===== config.mk =====
export PLATFORM = sky130hd
export DESIGN_NAME = xcp_unit
export DESIGN_NICKNAME = d
export VERILOG_FILES = /design/src/rtl/xcp_pkg.sv /design/src/rtl/xcp_timer.sv /design/src/rtl/xcp_status.sv /design/src/rtl/xcp_seq.sv /design/src/rtl/xcp_unit.sv
export SDC_FILE = /design/constraint.sdc
export NUM_CORES = 1
export LEC_CHECK = 0
export BUFFER_PORTS_ARGS = -buffer_cell sky130_fd_sc_hd__buf_2
export CAP_MARGIN = 20
export CORE_MARGIN = 10
export CORE_UTILIZATION = 50
export DETAILED_ROUTE_END_ITERATION = 6
export PLACE_DENSITY = 0.79
export REMOVE_ABC_BUFFERS = 1
export SYNTH_ARGS = -nofsm -noshare
export SYNTH_HDL_FRONTEND = slang
export SYNTH_SLANG_ARGS = --single-unit

===== constraint.sdc =====
create_clock -name clk -period 5.8 [get_ports clk]
set_input_delay 1.45 -clock clk [delete_from_list [all_inputs] [get_ports clk]]
set_output_delay 1.45 -clock clk [all_outputs]
set_load 0.02 [all_outputs]

===== src/rtl/xcp_pkg.sv =====
package xcp_pkg;
    typedef enum logic [1:0] {
        ST_RUN     = 2'd0,
        ST_VECTOR  = 2'd1,
        ST_SERVICE = 2'd2
    } seq_state_t;

    localparam logic [4:0] REG_BADVA   = 5'd8;
    localparam logic [4:0] REG_COUNT   = 5'd9;
    localparam logic [4:0] REG_COMPARE = 5'd11;
    localparam logic [4:0] REG_STATUS  = 5'd12;
    localparam logic [4:0] REG_CAUSE   = 5'd13;
    localparam logic [4:0] REG_EPC     = 5'd14;
    localparam logic [4:0] REG_CONFIG  = 5'd16;
endpackage


===== src/rtl/xcp_timer.sv =====
module xcp_timer #(
    parameter int W = 32
) (
    input  logic         clk,
    input  logic         rst_n,
    input  logic         tick,
    input  logic         cnt_we,
    input  logic         cmp_we,
    input  logic [W-1:0] wdata,
    output logic [W-1:0] count_q,
    output logic [W-1:0] compare_q,
    output logic         pend_q
);
    logic [W-1:0] count_inc;
    assign count_inc = count_q + W'(1);

    always_ff @(posedge clk) begin
        if (!rst_n) begin
            count_q   <= '0;
            compare_q <= '1;
            pend_q    <= 1'b0;
        end else begin
            if (cnt_we)
                count_q <= wdata;
            else if (tick)
                count_q <= count_inc;

            if (cmp_we)
                compare_q <= wdata;

            if (cmp_we)
                pend_q <= 1'b0;
            else if (!cnt_we && tick && (count_inc == compare_q))
                pend_q <= 1'b1;
        end
    end
endmodule


===== src/rtl/xcp_status.sv =====
module xcp_status #(
    parameter int N_IRQ = 8
) (
    input  logic             clk,
    input  logic             rst_n,
    input  logic             we,
    input  logic [N_IRQ-1:0] wmask,
    input  logic             wie,
    input  logic [N_IRQ-1:0] ip,
    output logic [N_IRQ-1:0] mask_q,
    output logic             ie_q,
    output logic             irq_ok
);
    always_ff @(posedge clk) begin
        if (!rst_n) begin
            mask_q <= '0;
            ie_q   <= 1'b0;
        end else if (we) begin
            mask_q <= wmask;
            ie_q   <= wie;
        end
    end

    assign irq_ok = ie_q & (|(ip & mask_q));
endmodule


===== src/rtl/xcp_seq.sv =====
module xcp_seq
    import xcp_pkg::*;
(
    input  logic       clk,
    input  logic       rst_n,
    input  logic       exc_req,
    input  logic       irq_ok,
    input  logic       eret,
    input  logic       exl_we,
    input  logic       exl_wval,
    output seq_state_t state_q,
    output logic       exl,
    output logic       redirect,
    output logic       enter,
    output logic       save_epc
);
    seq_state_t state_d;

    always_comb begin
        state_d = state_q;
        unique case (state_q)
            ST_RUN: begin
                if (exc_req || irq_ok)
                    state_d = ST_VECTOR;
                else if (exl_we && exl_wval)
                    state_d = ST_SERVICE;
            end
            ST_VECTOR:
                state_d = ST_SERVICE;
            ST_SERVICE: begin
                if (exc_req)
                    state_d = ST_VECTOR;
                else if (eret)
                    state_d = ST_RUN;
                else if (exl_we && !exl_wval)
                    state_d = ST_RUN;
            end
            default:
                state_d = ST_RUN;
        endcase
    end

    always_ff @(posedge clk) begin
        if (!rst_n)
            state_q <= ST_RUN;
        else
            state_q <= state_d;
    end

    always_comb begin
        exl      = 1'b0;
        redirect = 1'b0;
        enter    = 1'b0;
        save_epc = 1'b0;
        unique case (state_q)
            ST_RUN: begin
                enter    = exc_req | irq_ok;
                save_epc = exc_req | irq_ok;
            end
            ST_VECTOR: begin
                exl      = 1'b1;
                redirect = 1'b1;
            end
            ST_SERVICE: begin
                exl   = 1'b1;
                enter = exc_req;
            end
            default: ;
        endcase
    end
endmodule


===== src/rtl/xcp_unit.sv =====
module xcp_unit
    import xcp_pkg::*;
#(
    parameter int          N_IRQ        = 8,
    parameter int          TIMER_LINE   = 5,
    parameter logic [31:0] VECTOR_ADDR  = 32'h8000_0180,
    parameter logic [31:0] CONFIG_VALUE = 32'h0000_0480
) (
    input  logic        clk,
    input  logic        rst_n,
    input  logic        tick,
    input  logic [7:0]  irq_lines,
    input  logic [31:0] next_pc,
    input  logic        exc_req,
    input  logic [4:0]  exc_code,
    input  logic [31:0] exc_vaddr,
    input  logic        eret,
    input  logic [4:0]  rd_sel,
    output logic [31:0] rd_data,
    input  logic        wr_en,
    input  logic [4:0]  wr_sel,
    input  logic [31:0] wr_data,
    output logic        redirect,
    output logic [31:0] handler_pc,
    output logic [31:0] epc_out
);
    localparam int IP_LSB   = 8;
    localparam int CODE_LSB = 2;
    localparam int CODE_W   = 5;
    localparam int UM_BIT   = 4;
    localparam int EXL_BIT  = 1;
    localparam int IE_BIT   = 0;

    logic [N_IRQ-1:0]  ip_q;
    logic [N_IRQ-1:0]  mask_q;
    logic              ie_q;
    logic              irq_ok;
    logic [31:0]       count_q;
    logic [31:0]       compare_q;
    logic              tmr_pend;
    logic [31:0]       epc_q;
    logic [31:0]       badva_q;
    logic [CODE_W-1:0] code_q;
    seq_state_t        seq_state;
    logic              exl;
    logic              enter;
    logic              save_epc;
    logic              cnt_we;
    logic              cmp_we;
    logic              st_we;
    logic              epc_we;

    assign cnt_we = wr_en && (wr_sel == REG_COUNT);
    assign cmp_we = wr_en && (wr_sel == REG_COMPARE);
    assign st_we  = wr_en && (wr_sel == REG_STATUS);
    assign epc_we = wr_en && (wr_sel == REG_EPC);

    generate
        for (genvar i = 0; i < N_IRQ; i++) begin : g_line
            if (i == TIMER_LINE) begin : g_tmr
                always_ff @(posedge clk) begin
                    if (!rst_n) ip_q[i] <= 1'b0;
                    else        ip_q[i] <= irq_lines[i] | tmr_pend;
                end
            end else begin : g_ext
                always_ff @(posedge clk) begin
                    if (!rst_n) ip_q[i] <= 1'b0;
                    else        ip_q[i] <= irq_lines[i];
                end
            end
        end
    endgenerate

    xcp_timer #(.W(32)) u_timer (
        .clk      (clk),
        .rst_n    (rst_n),
        .tick     (tick),
        .cnt_we   (cnt_we),
        .cmp_we   (cmp_we),
        .wdata    (wr_data),
        .count_q  (count_q),
        .compare_q(compare_q),
        .pend_q   (tmr_pend)
    );

    xcp_status #(.N_IRQ(N_IRQ)) u_status (
        .clk   (clk),
        .rst_n (rst_n),
        .we    (st_we),
        .wmask (wr_data[IP_LSB +: N_IRQ]),
        .wie   (wr_data[IE_BIT]),
        .ip    (ip_q),
        .mask_q(mask_q),
        .ie_q  (ie_q),
        .irq_ok(irq_ok)
    );

    xcp_seq u_seq (
        .clk     (clk),
        .rst_n   (rst_n),
        .exc_req (exc_req),
        .irq_ok  (irq_ok),
        .eret    (eret),
        .exl_we  (st_we),
        .exl_wval(wr_data[EXL_BIT]),
        .state_q (seq_state),
        .exl     (exl),
        .redirect(redirect),
        .enter   (enter),
        .save_epc(save_epc)
    );

    always_ff @(posedge clk) begin
        if (!rst_n) begin
            epc_q   <= '0;
            badva_q <= '0;
            code_q  <= '0;
        end else begin
            if (save_epc)
                epc_q <= next_pc;
            else if (epc_we)
                epc_q <= wr_data;

            if (enter)
                code_q <= exc_req ? exc_code : '0;

            if (enter && exc_req)
                badva_q <= exc_vaddr;
        end
    end

    always_comb begin
        rd_data = '0;
        case (rd_sel)
            REG_BADVA:   rd_data = badva_q;
            REG_COUNT:   rd_data = count_q;
            REG_COMPARE: rd_data = compare_q;
            REG_STATUS: begin
                rd_data[IP_LSB +: N_IRQ] = mask_q;
                rd_data[UM_BIT]          = 1'b1;
                rd_data[EXL_BIT]         = exl;
                rd_data[IE_BIT]          = ie_q;
            end
            REG_CAUSE: begin
                rd_data[IP_LSB +: N_IRQ]     = ip_q;
                rd_data[CODE_LSB +: CODE_W]  = code_q;
            end
            REG_EPC:     rd_data = epc_q;
            REG_CONFIG:  rd_data = CONFIG_VALUE;
            default:     rd_data = '0;
        endcase
    end

    assign handler_pc = VECTOR_ADDR;
    assign epc_out    = epc_q;
endmodule


==> results of run 1 <==
## layout by cell type (no fill, tap or decap), types with 3 or more instances in the layout
cell type	count
inv_6	5
nand4_1	21
nor4_1	7
nand3b_1	3
buf_2	189
buf_4	18
nor3_1	7
clkbuf_16	17
conb_1	32
a221o_1	22
clkinvlp_4	3
inv_1	5
xnor2_1	33
dfxtp_1	153
and4_1	3
nor3b_1	5
ha_1	5
and3_1	6
a31oi_1	3
nand2_1	183
nand3_1	64
nor2_1	116
mux2i_1	77
xor2_1	40
clkinv_4	3
a22oi_1	12
o21ai_0	19
a211oi_1	64
and2_1	10
a21oi_1	50
nor2b_1	3
## kinds of logic (layout without fill, tap and decap cells)
group | after synthesis | count (layout) | share of synthesized area, %
AND/OR/NAND/NOR | 459 | 459 | 24.9
AO/OA/AOI/OAI | 190 | 190 | 15.4
multiplexers | 77 | 77 | 8.86
XOR/XNOR | 73 | 73 | 7.35
flip-flops | 153 | 153 | 35.2
buffers and inverters | 129 | 245 | 7.52
other | 2 | 32 | 0.0863
adder cells (fa/ha/maj) | 5 | 5 | 0.719
## cell type report
type / count / area, µm²
well taps: 225 / 282
repair buffers: 207 / 1080
clock inverters: 13 / 134
inverters: 6 / 23.8
multi-input cells: 836 / 5140
clock buffers: 19 / 453
flip-flops and latches: 153 / 3060
fillers: 1571 / 7000
## state kept, by name, summed over array words and instances, names as in the netlist
name,flops
code_q,5
u_seq.state_q,2
ip_q,8
u_timer.count_q,32
u_status.mask_q,8
u_timer.compare_q,32
epc_out,32
badva_q,32
u_status.ie_q,1
u_timer.pend_q,1
## power by group
part           internal [mW]  switching [mW]  total (mW)  leakage (nW)
sequential              1.12          0.0556        1.18          1.25
combinational          0.161           0.280       0.442          2.70
clock                  0.625           0.477        1.10         0.280
total                   1.91           0.812        2.72          4.23
## worst paths after layout
check,endpoint,depth (start not counted),slack [ps]
worst min register to register,badva_q[13],2,460
worst max register to register,code_q[1],7,3070
worst max-delay path,rd_data[10],8,1020
worst min-delay path,badva_q[13],2,460
## worst register-to-register path, stage by stage (launching register included)
cell and delay [ps]:
dfxtp_1 330, a22oi_1 280, a41oi_1 330, o21ai_4 760, buf_4 470, nand2_1 200
nand3_1 140, a21oi_1 70
## layer usage
layer / GRT usage, % / vias up / wire length, µm
met5: 0 / - / 0
met4: 5.27 / 0 / 300
met2: 36.0 / 266 / 12300
met1: 27.3 / 3860 / 11700
met3: 4.83 / 22 / 1540
li1: - / 4017 / -
==> metrics.yaml, run 1 <==
critical_path:
  data_required_time_of_the_worst_path_ps: 4350
  critPathMostFrequentCell: "buf_2"
  regToRegStartpoint: "u_status.mask_q[4]"
  cp-start-kind: "primary input"
  crit_start: "rd_sel[3]"
  slowest_delay_ps: 650
  cell_breakdown_of_the_critical_path: "buf_2, nor2b_1, nand2_1, nor3b_1, buf_4, a22oi_1, o2111ai_1, buf_2"
  crit_arrival_ps: 3330
  slowest_stage: "nor3b_1"
  critPathCaptureType: "primary output"
  worst-path-max-fanout: 8
  setup.worst_path.class: "primary input to primary output"
  critical-path-top-delay-family: "simple AND/OR/NAND/NOR gates"
  timing.critical_path.buf_inv: 3
grt:
  globalRouteTotalUtil_pct: 21.5
  first_global_vias: 8064
  first_pass_grt_wire_length_um: 42000
  grt_max_degree: 66
  grt_antenna_before_repair: 0
  grt_remaining_overflow: 0
synthesis:
  yosysWarnings: 0
  synth_top_cells_by_area: "dfxtp_1 (35%), mux2i_1 (8.9%), nand2_1 (7.9%)"
  post-synth-top-area-fraction_pct: 35.2
  synth_sequential_area_ratio_pct: 35.2
  synth.distinct_cells: 69
  post_synth.cell_area_avg_um2: 8.00
  yosys_register_bits: 153
  syn-cell-area_um2: 8700
  synthFlopType: "dfxtp_1"
  synth_cell_count_leaders: "nand2_1 (183), dfxtp_1 (153), nor2_1 (116)"
  synth_edf_count: 0
  post-synth-top-count-cell: "nand2_1"
  async_reset_ff_share_pct: 0
  synthDominantAreaCellType: "dfxtp_1"
  synthesis.instances: 1088
pwr:
  vdd_drop_max_v: 0.000196
  cellLeakagePower_nw: 4.23
  power_per_cell_area_nw_per_um2: 267
  design_power_total_mw: 2.72
cells_and_area:
  num_antenna_cells: 0
  utilization_of_the_core_after_routing_pct: 59.3
  finish.cell_count_without_fillers: 1459
  layout-drive-gt1-share_pct: 21.4
  areaGrowthSynthToFinish_pct: 16.9
  finalInstanceArea_um2: 10200
  nets: 1351
timing:
  max_slew_margin_pct: 37.6
  finalHoldViolations: 0
  final_max_slew_viols: 0
  period_minus_slack_ps: 4780
  worst_slew_pin_slew_ps: 931
  layout_setup_ws_ps: 1020
  finalHoldWorstSlack_ps: 457
  total_negative_slack_for_setup_checks_ps: 0
  clock_skew_ps: 9.16
  final_min_period_over_clock_period_pct: 82.5
  setup_viol: 0
  rsz_0062_raised_after_global_routing: "no"
  fmaxAchievable_mhz: 209
route:
  drt.antenna.violating_nets: 0
  detailedRoute.firstIterationViolations: 574
  finalWirelength_um: 25800
  post_drt_via_cell_ratio: 5.60
  drcViolationCount: 0
  routedWlPerCell_um: 17.7
  vias: 8165
  detailedRoute.firstPassIterationCount: 5
clock_tree:
  cts.reportedPaths.clkPinSlew_ps: 70
  hold_buffers: 0
  cts_made_buffers: 17
  clockRootBuffer: "clkbuf_16"
  max-clock-path-buffers: 2
  post-cts-setup-buffers: 0
  tritoncts_clock_tree: "yes"
  cts_num_sinks: 153
  post_cts_resize_count: 0
  cts_max_level: 4
  clk-insertion-delay-late_ps: 430
worst_hold_path:
  worst_hold_path_type: "register to register"
  hold_path.startpoint: "badva_q[13]"
placement:
  detailedPlace.worstSlack_ps: 1020
  place_congestion: 0.954
  placed_area_um2: 9590
  place.port_buffers: 189
  placed_cells_incl_taps: 1427
  place_hpwl_um: 18700
status:
  status: "completed"
floorplanning:
  core-area_um2: 17200
  initial_cell_density_of_the_core_pct: 50.7
  rows: 48
  floorplan.die.width_um: 152
  io_pins: 222
  design.die.area_um2: 23100
  fp.dieH_um: 152
run:
  cap_viol_max_count: 0
Note: power is estimated with default switching activity, not from simulation.
==> inputs of run 2 (changes only) <==
--- a/config.mk
+++ b/config.mk
@@ -5,6 +5,7 @@
 export SDC_FILE = /design/constraint.sdc
 export NUM_CORES = 1
 export LEC_CHECK = 0
+export ABC_AREA = 1
 export BUFFER_PORTS_ARGS = -buffer_cell sky130_fd_sc_hd__buf_2
 export CAP_MARGIN = 20
 export CORE_MARGIN = 10
==> constraint.sdc (replaced) <==
create_clock -name clk -period 4.94 [get_ports clk]
set_input_delay 1.235 -clock clk [delete_from_list [all_inputs] [get_ports clk]]
set_output_delay 1.235 -clock clk [all_outputs]
set_load 0.02 [all_outputs]
==> run 2 against run 1 <==
Net effect: die area is essentially flat; count of clock-buffer cells in the layout is the same; area after synthesis is essentially flat.
==> metrics.yaml, run 2 <==
status:
  status: "completed"
cells_and_area:
  fillerInstances: 1636  # +4.1%
  final_cell_mix: "nand2_1 (379), buf_2 (189), nor2_1 (159)"
  num_antenna_cells: 0  # unchanged
  multi_input_area_um2: 4880  # -5.0%
  nets: 1631  # +21%
  areaGrowthSynthToFinish_pct: 18.5
  layout.area.seq_um2: 3060  # unchanged
  layout-drive-gt1-share_pct: 18.3  # -3.1 points
  finalInstanceArea_um2: 10300  # +1.3%
  layout.cells.most_common: "nand2_1"
critical_path:
  critPathCaptureType: "primary output"
  worst_setup_path_endpoint: "rd_data[5]"
  slowest_delay_ps: 410  # -240 ps
  critPathMostFrequentCell: "inv_1"
  crit_arrival_ps: 3000  # -330 ps
  slowest_stage: "inv_1"
  regToRegStartpoint: "u_status.mask_q[6]"
  crit_start: "rd_sel[4]"
  cp-start-kind: "primary input"
  worst-path-max-fanout: 19  # +11
  r2r_slack_ps: 2380  # -690 ps
  rr_worst_depth: 9  # +2
  setup.worst_path.class: "primary input to primary output"
  cell_breakdown_of_the_critical_path: "buf_2, inv_1, nand2_1, nor2_1, inv_1, nor2_1, inv_1, buf_4, o2111ai_1, buf_2"
  data_required_time_of_the_worst_path_ps: 3700  # -650 ps
  r2r-end: "code_q[2]"
floorplanning:
  design.die.area_um2: 23100  # about the same
  floorplan.die.width_um: 152  # about the same
  rows: 48  # unchanged
  io_pins: 222  # unchanged
  fp.dieH_um: 152  # about the same
  initial_cell_density_of_the_core_pct: 50.6  # about the same
  core-area_um2: 17200  # unchanged
pwr:
  vdd_drop_max_v: 0.000255  # +30%
  power_switching_mw: 1.01  # +24%
  power_frac_seq_pct: 42.8  # -0.5 points
  pwr-share-comb_pct: 18.2  # +2.0 points
  switching_share_pct: 31.0  # +1.1 points
  intPower_mw: 2.25  # +18%
  power_per_cell_area_nw_per_um2: 316  # +18%
  cellLeakagePower_nw: 4.61  # +9.1%
  power.clock.fraction_pct: 39.0  # -1.5 points
  design_power_total_mw: 3.26  # +20%
synthesis:
  async_reset_ff_share_pct: 0  # unchanged
  yosys_register_bits: 153  # unchanged
  post-synth-top-count-cell: "nand2_1"
  synth_cell_count_leaders: "nand2_1 (379), nor2_1 (164), dfxtp_1 (153)"
  synthFlopType: "dfxtp_1"
  synth_top_cells_by_area: "dfxtp_1 (35%), nand2_1 (16%), nand3_1 (7.1%)"
  synthDominantAreaCellType: "dfxtp_1"
  syn-cell-area_um2: 8700  # about the same
  yosysWarnings: 0  # unchanged
  post-synth-top-area-fraction_pct: 35.2  # about the same
  post_synth.cell_area_avg_um2: 6.50  # -19%
  synth.distinct_cells: 43  # -38%
  synth_sequential_area_ratio_pct: 35.2  # about the same
  synthesis.instances: 1338  # +23%
  synth_edf_count: 0  # unchanged
clock_tree:
  cts.reportedPaths.clkPinSlew_ps: 60  # about the same
  clockRootBuffer: "clkbuf_16"
  post_cts_resize_count: 0  # unchanged
  cts_num_sinks: 153  # unchanged
  cts_max_level: 4  # unchanged
  clk-insertion-delay-late_ps: 430  # about the same
  hold_buffers: 0  # unchanged
  post-cts-setup-buffers: 0  # unchanged
  cts_made_buffers: 17  # unchanged
  max-clock-path-buffers: 2  # unchanged
  tritoncts_clock_tree: "yes"
route:
  finalWirelength_um: 29600  # +15%
  detailedRoute.firstPassIterationCount: 7  # +2
  drt.antenna.violating_nets: 0  # unchanged
  drcViolationCount: 0  # unchanged
  post_drt_via_cell_ratio: 5.48  # -2.1%
  vias: 9530  # +17%
  routedWlPerCell_um: 17.0  # -3.8%
  detailedRoute.firstIterationViolations: 902  # +57%
grt:
  globalRouteTotalUtil_pct: 24.8  # +3.3 points
  first_pass_grt_wire_length_um: 47900  # +14%
  grt_antenna_before_repair: 0  # unchanged
  grt_remaining_overflow: 0  # unchanged
  first_global_vias: 9278  # +15%
  grt_max_degree: 66  # unchanged
timing:
  total_negative_slack_for_setup_checks_ps: 0  # unchanged
  worst_slew_pin_slew_ps: 948  # +16.7 ps
  clock_skew_ps: 7.72  # -1.44 ps
  setup_viol: 0  # unchanged
  final_min_period_over_clock_period_pct: 85.7
  max_slew_margin_pct: 36.8  # -0.83 points
  finalHoldViolations: 0  # unchanged
  final_max_slew_viols: 0  # unchanged
  finalHoldWorstSlack_ps: 470  # +13.2 ps
  fmaxAchievable_mhz: 236
  rsz_0062_raised_after_global_routing: "no"
  period_minus_slack_ps: 4240
run:
  cap_viol_max_count: 0  # unchanged
placement:
  place_congestion: 0.938  # -1.7%
  placed_area_um2: 9750  # +1.6%
  place_hpwl_um: 21600  # +15%
  place.port_buffers: 189  # unchanged
worst_hold_path:
  worst_hold_path_type: "register to register"
-- run 2: cell count changes in the layout (fill, tap and decap cells not counted), sizes merged, moves of 19 or more --
cell | before | now
a31oi | 3 | 56
xnor2 | 33 | 2
nand3 | 68 | 125
nand2 | 184 | 387
nor2 | 116 | 176
a221o | 22 | 1
o21ai | 21 | 86
nand4 | 22 | 3
a211oi | 64 | 0
inv | 11 | 114
o211ai | 1 | 20
mux2i | 77 | 0
xor2 | 40 | 3
-- run 2: layout make-up --
class                      count  area share (%)
sequential                   153            29.7
clock buffer                  19            4.20
clock inverter                13            1.26
multi-input combinational   1007            47.4
tap                          225            2.73
timing repair buffer         208            10.6
inverter                     114            4.15
-- run 2: logic make-up (layout without fill, tap and decap cells) --
| kind of cell | Yosys count | in the layout | share of synthesized area, % |
|---|---|---|---|
| simple gates | 706 | 706 | 34.2 |
| compound gates | 256 | 256 | 18.1 |
| buf+inv | 208 | 354 | 10.4 |
| flops | 153 | 153 | 35.2 |
| xor+xnor | 8 | 8 | 1.28 |
| fa+ha+maj | 5 | 5 | 0.719 |
| other cells | 2 | 32 | 0.0863 |
-- run 2: worst min-delay path by stage --
stage | start | endpoint | slack, ps | cells past startpoint
after floorplan | u_timer.pend_q | ip_q[5] | 440 | 2
after global placement | code_q[4] | code_q[4] | 460 | 2
after detailed placement | code_q[3] | code_q[3] | 460 | 2
after CTS | code_q[3] | code_q[3] | 470 | 2
after global routing | epc_out[26] | epc_out[26] | 500 | 2
final | code_q[3] | code_q[3] | 470 | 2
-- run 2: power groups by stage --
| stage | Sequential (mW) | Combinational [mW] | Clock, mW |
|---|---|---|---|
| detailed placement | 1.42 | 0.588 | 0 |
| CTS | 1.39 | 0.590 | 1.28 |
| global placement | 1.42 | 0.575 | 0 |
| global route | 1.41 | 0.653 | 1.33 |
| finish | 1.40 | 0.591 | 1.27 |
| floorplan | 1.45 | 0.297 | 0 |
-- run 2: worst max-delay path, delay by kind of cell --
family | cells | cell delay (ps)
compound gates | 1 | 180
buf+inv | 6 | 1210
simple gates | 3 | 370
-- run 2: metal layers --
metal  part of all wire, %  GRT usage, %
met1                    43          30.9
met3                   8.6          5.64
met4                   1.8          8.57
met5                     0             0
met2                    46          41.1
-- run 2: stage by stage --
| step | std cells | utilization (%) | worst slack, ps |
|---|---|---|---|
| floorplan | 1274 | - | -537 |
| global placement | 1707 | 56.7 | 844 |
| detailed placement | 1707 | 56.7 | 747 |
| CTS | 1739 | 60.0 | 746 |
| global route | 1739 | 60.0 | 508 |
| finish | 1739 | 60.0 | 704 |
